--- config.mk ---
export PLATFORM = sky130hd
export DESIGN_NAME = ddr_bank_track
export DESIGN_NICKNAME = d
export VERILOG_FILES = /design/src/rtl/ddr_chk_pkg.sv /design/src/rtl/ddr_gap_timer.sv /design/src/rtl/ddr_bank_track.sv
export SDC_FILE = /design/constraint.sdc
export NUM_CORES = 1
export LEC_CHECK = 0
export ABC_AREA = 1
export BUFFER_PORTS_ARGS = -buffer_cell sky130_fd_sc_hd__buf_4
export CORE_ASPECT_RATIO = 1.2
export CORE_UTILIZATION = 40
export DETAILED_ROUTE_END_ITERATION = 8
export PLACE_DENSITY = 0.59
export SYNTH_ARGS = -nofsm -noshare
export SYNTH_HDL_FRONTEND = slang
export SYNTH_SLANG_ARGS = --single-unit
--- constraint.sdc ---
create_clock -name clk_i -period 2.7 [get_ports clk_i]
set_input_delay 0.135 -clock clk_i [delete_from_list [all_inputs] [get_ports clk_i]]
set_output_delay 0.135 -clock clk_i [all_outputs]
set_load 0.05 [all_outputs]
--- src/rtl/ddr_chk_pkg.sv ---
package ddr_chk_pkg;
  typedef enum logic [3:0] {
    C_DESEL = 4'd0, C_NOP = 4'd1, C_BST = 4'd2, C_RD = 4'd3, C_WR = 4'd4,
    C_ACT = 4'd5, C_PRE = 4'd6, C_REF = 4'd7, C_MRS = 4'd8, C_CKE_LO = 4'd9
  } cmd_e;

  typedef enum logic [1:0] {
    B_IDLE = 2'd0, B_OPEN = 2'd1, B_PRECHG = 2'd2, B_AUTOPRE = 2'd3
  } bank_st_e;

  localparam logic [3:0] V_NONE      = 4'd0;
  localparam logic [3:0] V_ACT_BUSY  = 4'd1;
  localparam logic [3:0] V_COL_SHUT  = 4'd2;
  localparam logic [3:0] V_AP_LOCK   = 4'd3;
  localparam logic [3:0] V_NOT_IDLE  = 4'd4;
  localparam logic [3:0] V_RCD       = 4'd5;
  localparam logic [3:0] V_RAS       = 4'd6;
  localparam logic [3:0] V_RC        = 4'd7;
  localparam logic [3:0] V_RRD       = 4'd8;
  localparam logic [3:0] V_WREC      = 4'd9;
  localparam logic [3:0] V_RFC       = 4'd10;
  localparam logic [3:0] V_MRD       = 4'd11;

  function automatic logic is_real(cmd_e c);
    return !(c inside {C_DESEL, C_NOP, C_BST});
  endfunction
endpackage

--- src/rtl/ddr_gap_timer.sv ---
module ddr_gap_timer #(
  parameter int GAP = 2,
  localparam int W = $clog2(GAP + 1)
) (
  input  logic clk_i,
  input  logic rst_ni,
  input  logic load_i,
  output logic busy_o
);
  logic [W-1:0] cnt_q;

  always_ff @(posedge clk_i or negedge rst_ni) begin
    if (!rst_ni)               cnt_q <= '0;
    else if (load_i)           cnt_q <= W'(GAP - 1);
    else if (cnt_q != '0)      cnt_q <= cnt_q - W'(1);
  end

  assign busy_o = (cnt_q != '0);
endmodule

--- src/rtl/ddr_bank_track.sv ---
module ddr_bank_track
  import ddr_chk_pkg::*;
#(
  parameter int BURST = 2,
  parameter int T_RCD = 3,
  parameter int T_RP  = 3,
  parameter int T_RAS = 8,
  parameter int T_RC  = 11,
  parameter int T_WR  = 3,
  localparam int RD_AP = BURST + T_RP,
  localparam int WR_AP = BURST + T_WR + T_RP,
  localparam int WREC  = BURST + T_WR,
  localparam int DW    = $clog2(WR_AP + 1)
) (
  input  logic       clk_i,
  input  logic       rst_ni,
  input  cmd_e       cmd_i,
  input  logic       sel_i,
  input  logic       pall_i,
  input  logic       ap_i,
  output bank_st_e   state_o,
  output logic [3:0] code_o
);
  bank_st_e st_q, st_d;
  logic [DW-1:0] dwell_q, dwell_d;
  logic act, col, pre, wr_go;
  logic rcd_busy, ras_busy, rc_busy, wr_busy;

  assign act   = (cmd_i == C_ACT) && sel_i;
  assign col   = (cmd_i == C_RD || cmd_i == C_WR) && sel_i;
  assign pre   = (cmd_i == C_PRE) && (sel_i || pall_i);
  assign wr_go = col && (cmd_i == C_WR) && (st_q == B_OPEN);

  ddr_gap_timer #(.GAP(T_RCD)) i_rcd (.clk_i, .rst_ni, .load_i(act),   .busy_o(rcd_busy));
  ddr_gap_timer #(.GAP(T_RAS)) i_ras (.clk_i, .rst_ni, .load_i(act),   .busy_o(ras_busy));
  ddr_gap_timer #(.GAP(T_RC))  i_rc  (.clk_i, .rst_ni, .load_i(act),   .busy_o(rc_busy));
  ddr_gap_timer #(.GAP(WREC))  i_wr  (.clk_i, .rst_ni, .load_i(wr_go), .busy_o(wr_busy));

  always_comb begin
    st_d    = st_q;
    dwell_d = (dwell_q != '0) ? dwell_q - DW'(1) : '0;
    if ((st_q == B_PRECHG || st_q == B_AUTOPRE) && dwell_q == DW'(1)) st_d = B_IDLE;
    if (act) begin
      st_d    = B_OPEN;
      dwell_d = '0;
    end else if (col && st_q == B_OPEN && ap_i) begin
      st_d    = B_AUTOPRE;
      dwell_d = (cmd_i == C_WR) ? DW'(WR_AP - 1) : DW'(RD_AP - 1);
    end else if (pre && st_q == B_OPEN) begin
      st_d    = (T_RP > 1) ? B_PRECHG : B_IDLE;
      dwell_d = DW'(T_RP - 1);
    end
  end

  always_ff @(posedge clk_i or negedge rst_ni) begin
    if (!rst_ni) begin
      st_q    <= B_IDLE;
      dwell_q <= '0;
    end else begin
      st_q    <= st_d;
      dwell_q <= dwell_d;
    end
  end

  always_comb begin
    code_o = V_NONE;
    if (act) begin
      if (st_q == B_AUTOPRE)    code_o = V_AP_LOCK;
      else if (st_q != B_IDLE)  code_o = V_ACT_BUSY;
      else if (rc_busy)         code_o = V_RC;
    end else if (col) begin
      if (st_q == B_AUTOPRE)    code_o = V_AP_LOCK;
      else if (st_q != B_OPEN)  code_o = V_COL_SHUT;
      else if (rcd_busy)        code_o = V_RCD;
    end else if (pre) begin
      if (st_q == B_AUTOPRE)    code_o = V_AP_LOCK;
      else if (st_q == B_OPEN) begin
        if (ras_busy)           code_o = V_RAS;
        else if (wr_busy)       code_o = V_WREC;
      end
    end
  end

  assign state_o = st_q;
endmodule

# ---- Word-level counts from Yosys, hierarchy flattened
# Index checks and enable logic that the tools add are counted.
dict set report word_totals {
  regBits 19
  inputBits 9
  output_inout_bits 6
  wordCells 73
}
dict set report classes {
  add_sub_neg 5
  n_eq_ne 9
  n_mux 30
  n_reduce_logical 23
}
# op n
set op_table {}
lappend op_table {{$mux 4} 15}
lappend op_table {{$mux 3} 8}
lappend op_table {{$reduce_bool 4->1} 4}
lappend op_table {{$mux 2} 7}
lappend op_table {{$eq 4x3->1 const B} 3}
lappend op_table {{$reduce_bool 2->1} 6}
lappend op_table {{$sub 4x1->4 const B} 3}
lappend op_table {{$logic_and 1x1->1} 9}
lappend op_table {{$eq 2x2->1 const B} 2}
lappend op_table {{$eq 4x1->1 const B} 1}
lappend op_table {{$eq 4x2->1 const B} 1}
lappend op_table {{$logic_or 1x1->1} 3}
lappend op_table {{$reduce_bool 3->1} 1}
lappend op_table {{$sub 3x1->3 const B} 1}
lappend op_table {{$eq 2x1->1 const B} 1}
lappend op_table {{$ne 2x1->1 const B} 1}
lappend op_table {{$sub 2x1->2 const B} 1}

# ---- Depth between registers and ports, before layout
dict set report depth {
  depth_word 8
  mapped_depth 9
  mapped_depth_nobuf 9
}

# ---- Cells and area by module
# From an unflattened synthesis, not the netlist that was laid out.
dict set report hier_totals {
  cells_unflattened 177
  hier_area_um2 1310.0
}
# mod n_inst cells_each area_each_um2 seq_area_each_um2
set modules_own_cells {}
lappend modules_own_cells {ddr_bank_track 1 80 551.8 150.1}
lappend modules_own_cells {{ddr_gap_timer (i_rc)} 1 29 231.5 100.1}
lappend modules_own_cells {{ddr_gap_timer (i_ras)} 1 32 230.2 100.1}
lappend modules_own_cells {{ddr_gap_timer (i_wr)} 1 22 173.9 75.1}
lappend modules_own_cells {{ddr_gap_timer (i_rcd)} 1 14 122.6 50.0}

# ---- Worst setup path before layout
# Ideal clock, no wire load.
dict set report synth_timing {
  path_kind {reg-to-output}
  startpoint {register st_q[1] (netlist: state_o[1])}
  endpoint {output code_o[3]}
  t_arrival_ns 2.449
  required_time_ns 2.565
  path_slack_ns 0.116
  path_stages_with_launch 4
  n_path_buf 0
  cell_sequence {dfrtp_1 -> inv_1 -> nand2_4 -> nor4_1}
}
dict set report synth_via {
  elab_chain_cells 6
  word_cells_on_any_way 7
  cone_classes {eq/ne (2); mux (5)}
}
# item line
set synth_rtl {}
lappend synth_rtl {{start: declaration} ddr_bank_track.sv:24} ;# bank_st_e st_q, st_d;
lappend synth_rtl {{start signal: assignment} ddr_bank_track.sv:60} ;# st_q <= st_d;
lappend synth_rtl {{$eq 2x1->1} ddr_bank_track.sv:77} ;# else if (st_q == B_OPEN) begin
lappend synth_rtl {{$mux 4} ddr_bank_track.sv:77}
lappend synth_rtl {{$mux 4 *} ddr_bank_track.sv:76} ;# if (st_q == B_AUTOPRE) code_o = V_AP_LOCK;
lappend synth_rtl {{$mux 4 *} ddr_bank_track.sv:75} ;# end else if (pre) begin
lappend synth_rtl {{$mux 4 *} ddr_bank_track.sv:71} ;# end else if (col) begin
lappend synth_rtl {{$mux 4 *} ddr_bank_track.sv:67} ;# if (act) begin
lappend synth_rtl {{end: declaration} ddr_bank_track.sv:22} ;# output logic [3:0] code_o
# Mark *: on every way between the ends. The rest lies on a longest branch, timed or not.

# ---- Worst setup path in the final report
dict set report layout_timing {
  startpoint {register i_rc.cnt_q[0]}
  endpoint {output code_o[1]}
}
dict set report layout_via {
  elab_chain_cells 5
}
# item line
set layout_rtl {}
lappend layout_rtl {{start: declaration} ddr_gap_timer.sv:10} ;# logic [W-1:0] cnt_q;
lappend layout_rtl {{start signal: assignment} ddr_gap_timer.sv:14} ;# else if (load_i) cnt_q <= W'(GAP - 1);
lappend layout_rtl {{start signal: assignment} ddr_gap_timer.sv:15} ;# else if (cnt_q != '0) cnt_q <= cnt_q - W'(1);
lappend layout_rtl {{$reduce_bool 4->1} ddr_gap_timer.sv:18} ;# assign busy_o = (cnt_q != '0);
lappend layout_rtl {{$mux 3} ddr_bank_track.sv:70} ;# else if (rc_busy) code_o = V_RC;
lappend layout_rtl {{$mux 3} ddr_bank_track.sv:69} ;# else if (st_q != B_IDLE) code_o = V_ACT_BUSY;
lappend layout_rtl {{$mux 3} ddr_bank_track.sv:68} ;# if (st_q == B_AUTOPRE) code_o = V_AP_LOCK;
lappend layout_rtl {{$mux 4} ddr_bank_track.sv:67}
# Every way passes these cells.

==> impl_results.md <==
- FP Rows: 21
- Pwr/cell area: 935 nW/um2
- Worst slew pin tran: 0.383 ns
- Setup total negative slack: 0 ns
- Area after DPL: 1320 um2
- DRT antenna net count: 0
- CP required: 2.57 ns
- Die outline height: 61.2 um
- Clock tree buffer depth: 2
- Syn_area_per_cell: 7.60 um2
- Critical path's slowest cell: dfrtp_1
- P_leak: 0.000765 uW
- Core area: 2790 um2
- Slew Viols, Final: 0
- Port Buffers: 14
- Vias in the first global route: 964
- Crit Path Class: reg2out
- Clock-pin slew on the worst setup and hold paths: 0.11 ns
- RSZ-0062 raised after global routing: false
- Worst slack at placement: 1.02 ns
- Worst Skew: 0.00735 ns
- Area grow syn2layout: 15.9%
- Die W: 51.4 um
- Max frequency: 0.502 GHz
- CTS Sinks: 19
- Iteration-0 DRC count of the detailed router: 23
- Period utilization: 73.7%
- Inserted Diodes: 0
- GPL Wtd Cong: 0.758
- CTS tree: yes
- Syn nets: 168
- Worst-Skew Late Latency: 0.29 ns
- Distinct cells, synth: 26
- Initial Utilization: 42.0%
- Setup violators final: 0
- Headroom to the max-slew limit: 74.4%
- Final Hold Slack: 0.197 ns
- IO Pins: 15
- Synth Instances: 154
- Crit start category: flip-flop
- Post-synthesis sequential area ratio: 40.6%
- Remaining DRCs: 0
- Hold Fails Final Rpt: 0
- Die ar.: 3150 um2
- H-tree depth: 1
- Crit-path cells: inv_1, ha_1, nand2_1, nor2_1, nor3_1, o21ai_0, nand3_1, buf_4
- Layout net count: 188
- Gr ovfl total: 0
- Max stage delay on crit path: 0.37 ns
- Maximum VDD drop: 449 uV
- Status: finished clean
- Final wirelength: 2210 um
- Largest net degree at the start of global routing: 20
- Vias per Instance: 5.02
- Total power: 1270 uW
- GRT Resource Usage Total: 16.3%
- Routed length per instance: 10.7 um
- Max Fanout on Critical Path: 6
- Initial antenna violation count: 0
- Max-cap viol count: 0
- # resized after CTS: 0
- Post-CTS setup buffer count: 0
- Worst setup margin: 0.709 ns
- Root Buffer: clkbuf_4
- Data arrival time of the worst path: 1.86 ns
- CP endpoint kind: primary output
- Final Cell Area: 1360 um2
- Share of cells above drive strength 1: 16.2%
- CTS hold repair buffers: 1
- Hold Path Class: in2reg
- Drt pass-1 iters: 4
- First-pass GRT wire length: 3830 um
- Yosys warns: 0
- HPWL after DPL: 1760 um
- Mapped Area: 1170 um2
- TritonCTS buffer count: 3
- Post-route minimum period: 1.99 ns
- Via Count: 1039
- Seq cells post-synth: 19
==> layout by cell type (no fill, tap or decap), types with 2 or more instances in the layout <==
master    synthesis  routed
nor2_1           20      20
nand2_1          29      29
buf_4             0      15
nand3_1          15      15
dfrtp_1          19      19
nand2_2           2       2
xor2_1            2       2
o21ai_0           6       6
nor3_1            4       4
inv_1            28      28
o211ai_1          6       6
clkbuf_4          0       3
a21oi_1           2       2
nand4_1           2       2
nand2_4           2       2
ha_1              5       5
==> per-layer routing <==
| layer | part of all wire, % | wire [um] | vias to the layer above | global-route usage, % |
|---|---|---|---|---|
| li1 | - | - | 531 | - |
| met2 | 51 | 1120 | 26 | 28.9 |
| met3 | 4.8 | 106 | 2 | 2.47 |
| met1 | 44 | 964 | 480 | 19.4 |
| met4 | 0.91 | 20 | 0 | 7.72 |
| met5 | 0 | 0 | - | 0 |
==> synthesized netlist by cell type <==
library cell,number,area (um2)
o31ai_1,1,7.51
nor2_1,20,75.1
nand4_4,1,21.3
xnor2_1,1,8.76
inv_4,1,6.26
a21oi_1,2,10.0
nand4_1,2,12.5
nand2_4,2,22.5
nor2_2,1,6.26
nand2_1,29,109
nand3_1,15,75.1
o21ai_0,6,30.0
ha_1,5,62.6
inv_1,28,105
a21boi_0,1,7.51
xor2_1,2,17.5
o211ai_1,6,45.0
dfrtp_1,19,475
nor3_1,4,20.0
or2_0,1,6.26
nor3_2,1,10.0
o21ai_2,1,8.76
nand2_2,2,12.5
nor4_1,1,6.26
buf_2,1,5.00
inv_2,1,3.75
==> stage by stage <==
step | util, % | cells
after floorplan | - | 154
after global placement | 47.4 | 202
after detailed placement | 47.4 | 202
after CTS | 48.7 | 207
after global routing | 48.7 | 207
final | 48.7 | 207
==> cell type report <==
class	count	area, um2
fillers	286	1430
clock buffers	4	26.3
flip-flops and latches	19	475
multi-input cells	104	574
inverters	30	115
well taps	34	42.5
repair buffers	16	123
==> path summary, 6_finish.rpt <==
kind	start	end	slack, ns	depth (start not counted)
max	i_rc.cnt_q[0]	code_o[1]	0.71	8
min	sel_i	i_wr.cnt_q[0]	0.20	4
max reg2reg	i_rc.cnt_q[0]	i_rc.cnt_q[0]	1.36	6
min reg2reg	i_ras.cnt_q[0]	i_ras.cnt_q[0]	0.50	2
max in group asynchronous	rst_ni	state_o[1]	2.25	2
min in group asynchronous	rst_ni	i_rc.cnt_q[1]	0.24	2
==> worst max-delay path: cells and delay by family, from the launching register on <==
kind / cells / cell delay (ns)
AND/OR/NAND/NOR: 4 / 0.56
flip-flops: 1 / 0.37
buffers and inverters: 2 / 0.31
adder cells (fa/ha/maj): 1 / 0.18
AO/OA/AOI/OAI: 1 / 0.16
==> where the power goes <==
group	internal, uW	switching, uW
Sequential	406	94.7
Clock	57.4	82.9
Combinational	240	387
==> logic make-up after synthesis <==
kind of cell | Yosys count | synth area share [%]
simple gates | 79 | 32.2
compound gates | 17 | 9.31
fa+ha+maj | 5 | 5.35
flops | 19 | 40.6
xor+xnor | 3 | 2.25
buf+inv | 31 | 10.3
==> flip-flops by register name, indices dropped and copies added, names as in the netlist <==
name / count
dwell_q: 4
i_wr.cnt_q: 3
state_o: 2
i_ras.cnt_q: 4
i_rc.cnt_q: 4
i_rcd.cnt_q: 2
(Power assumes the default switching activity.)
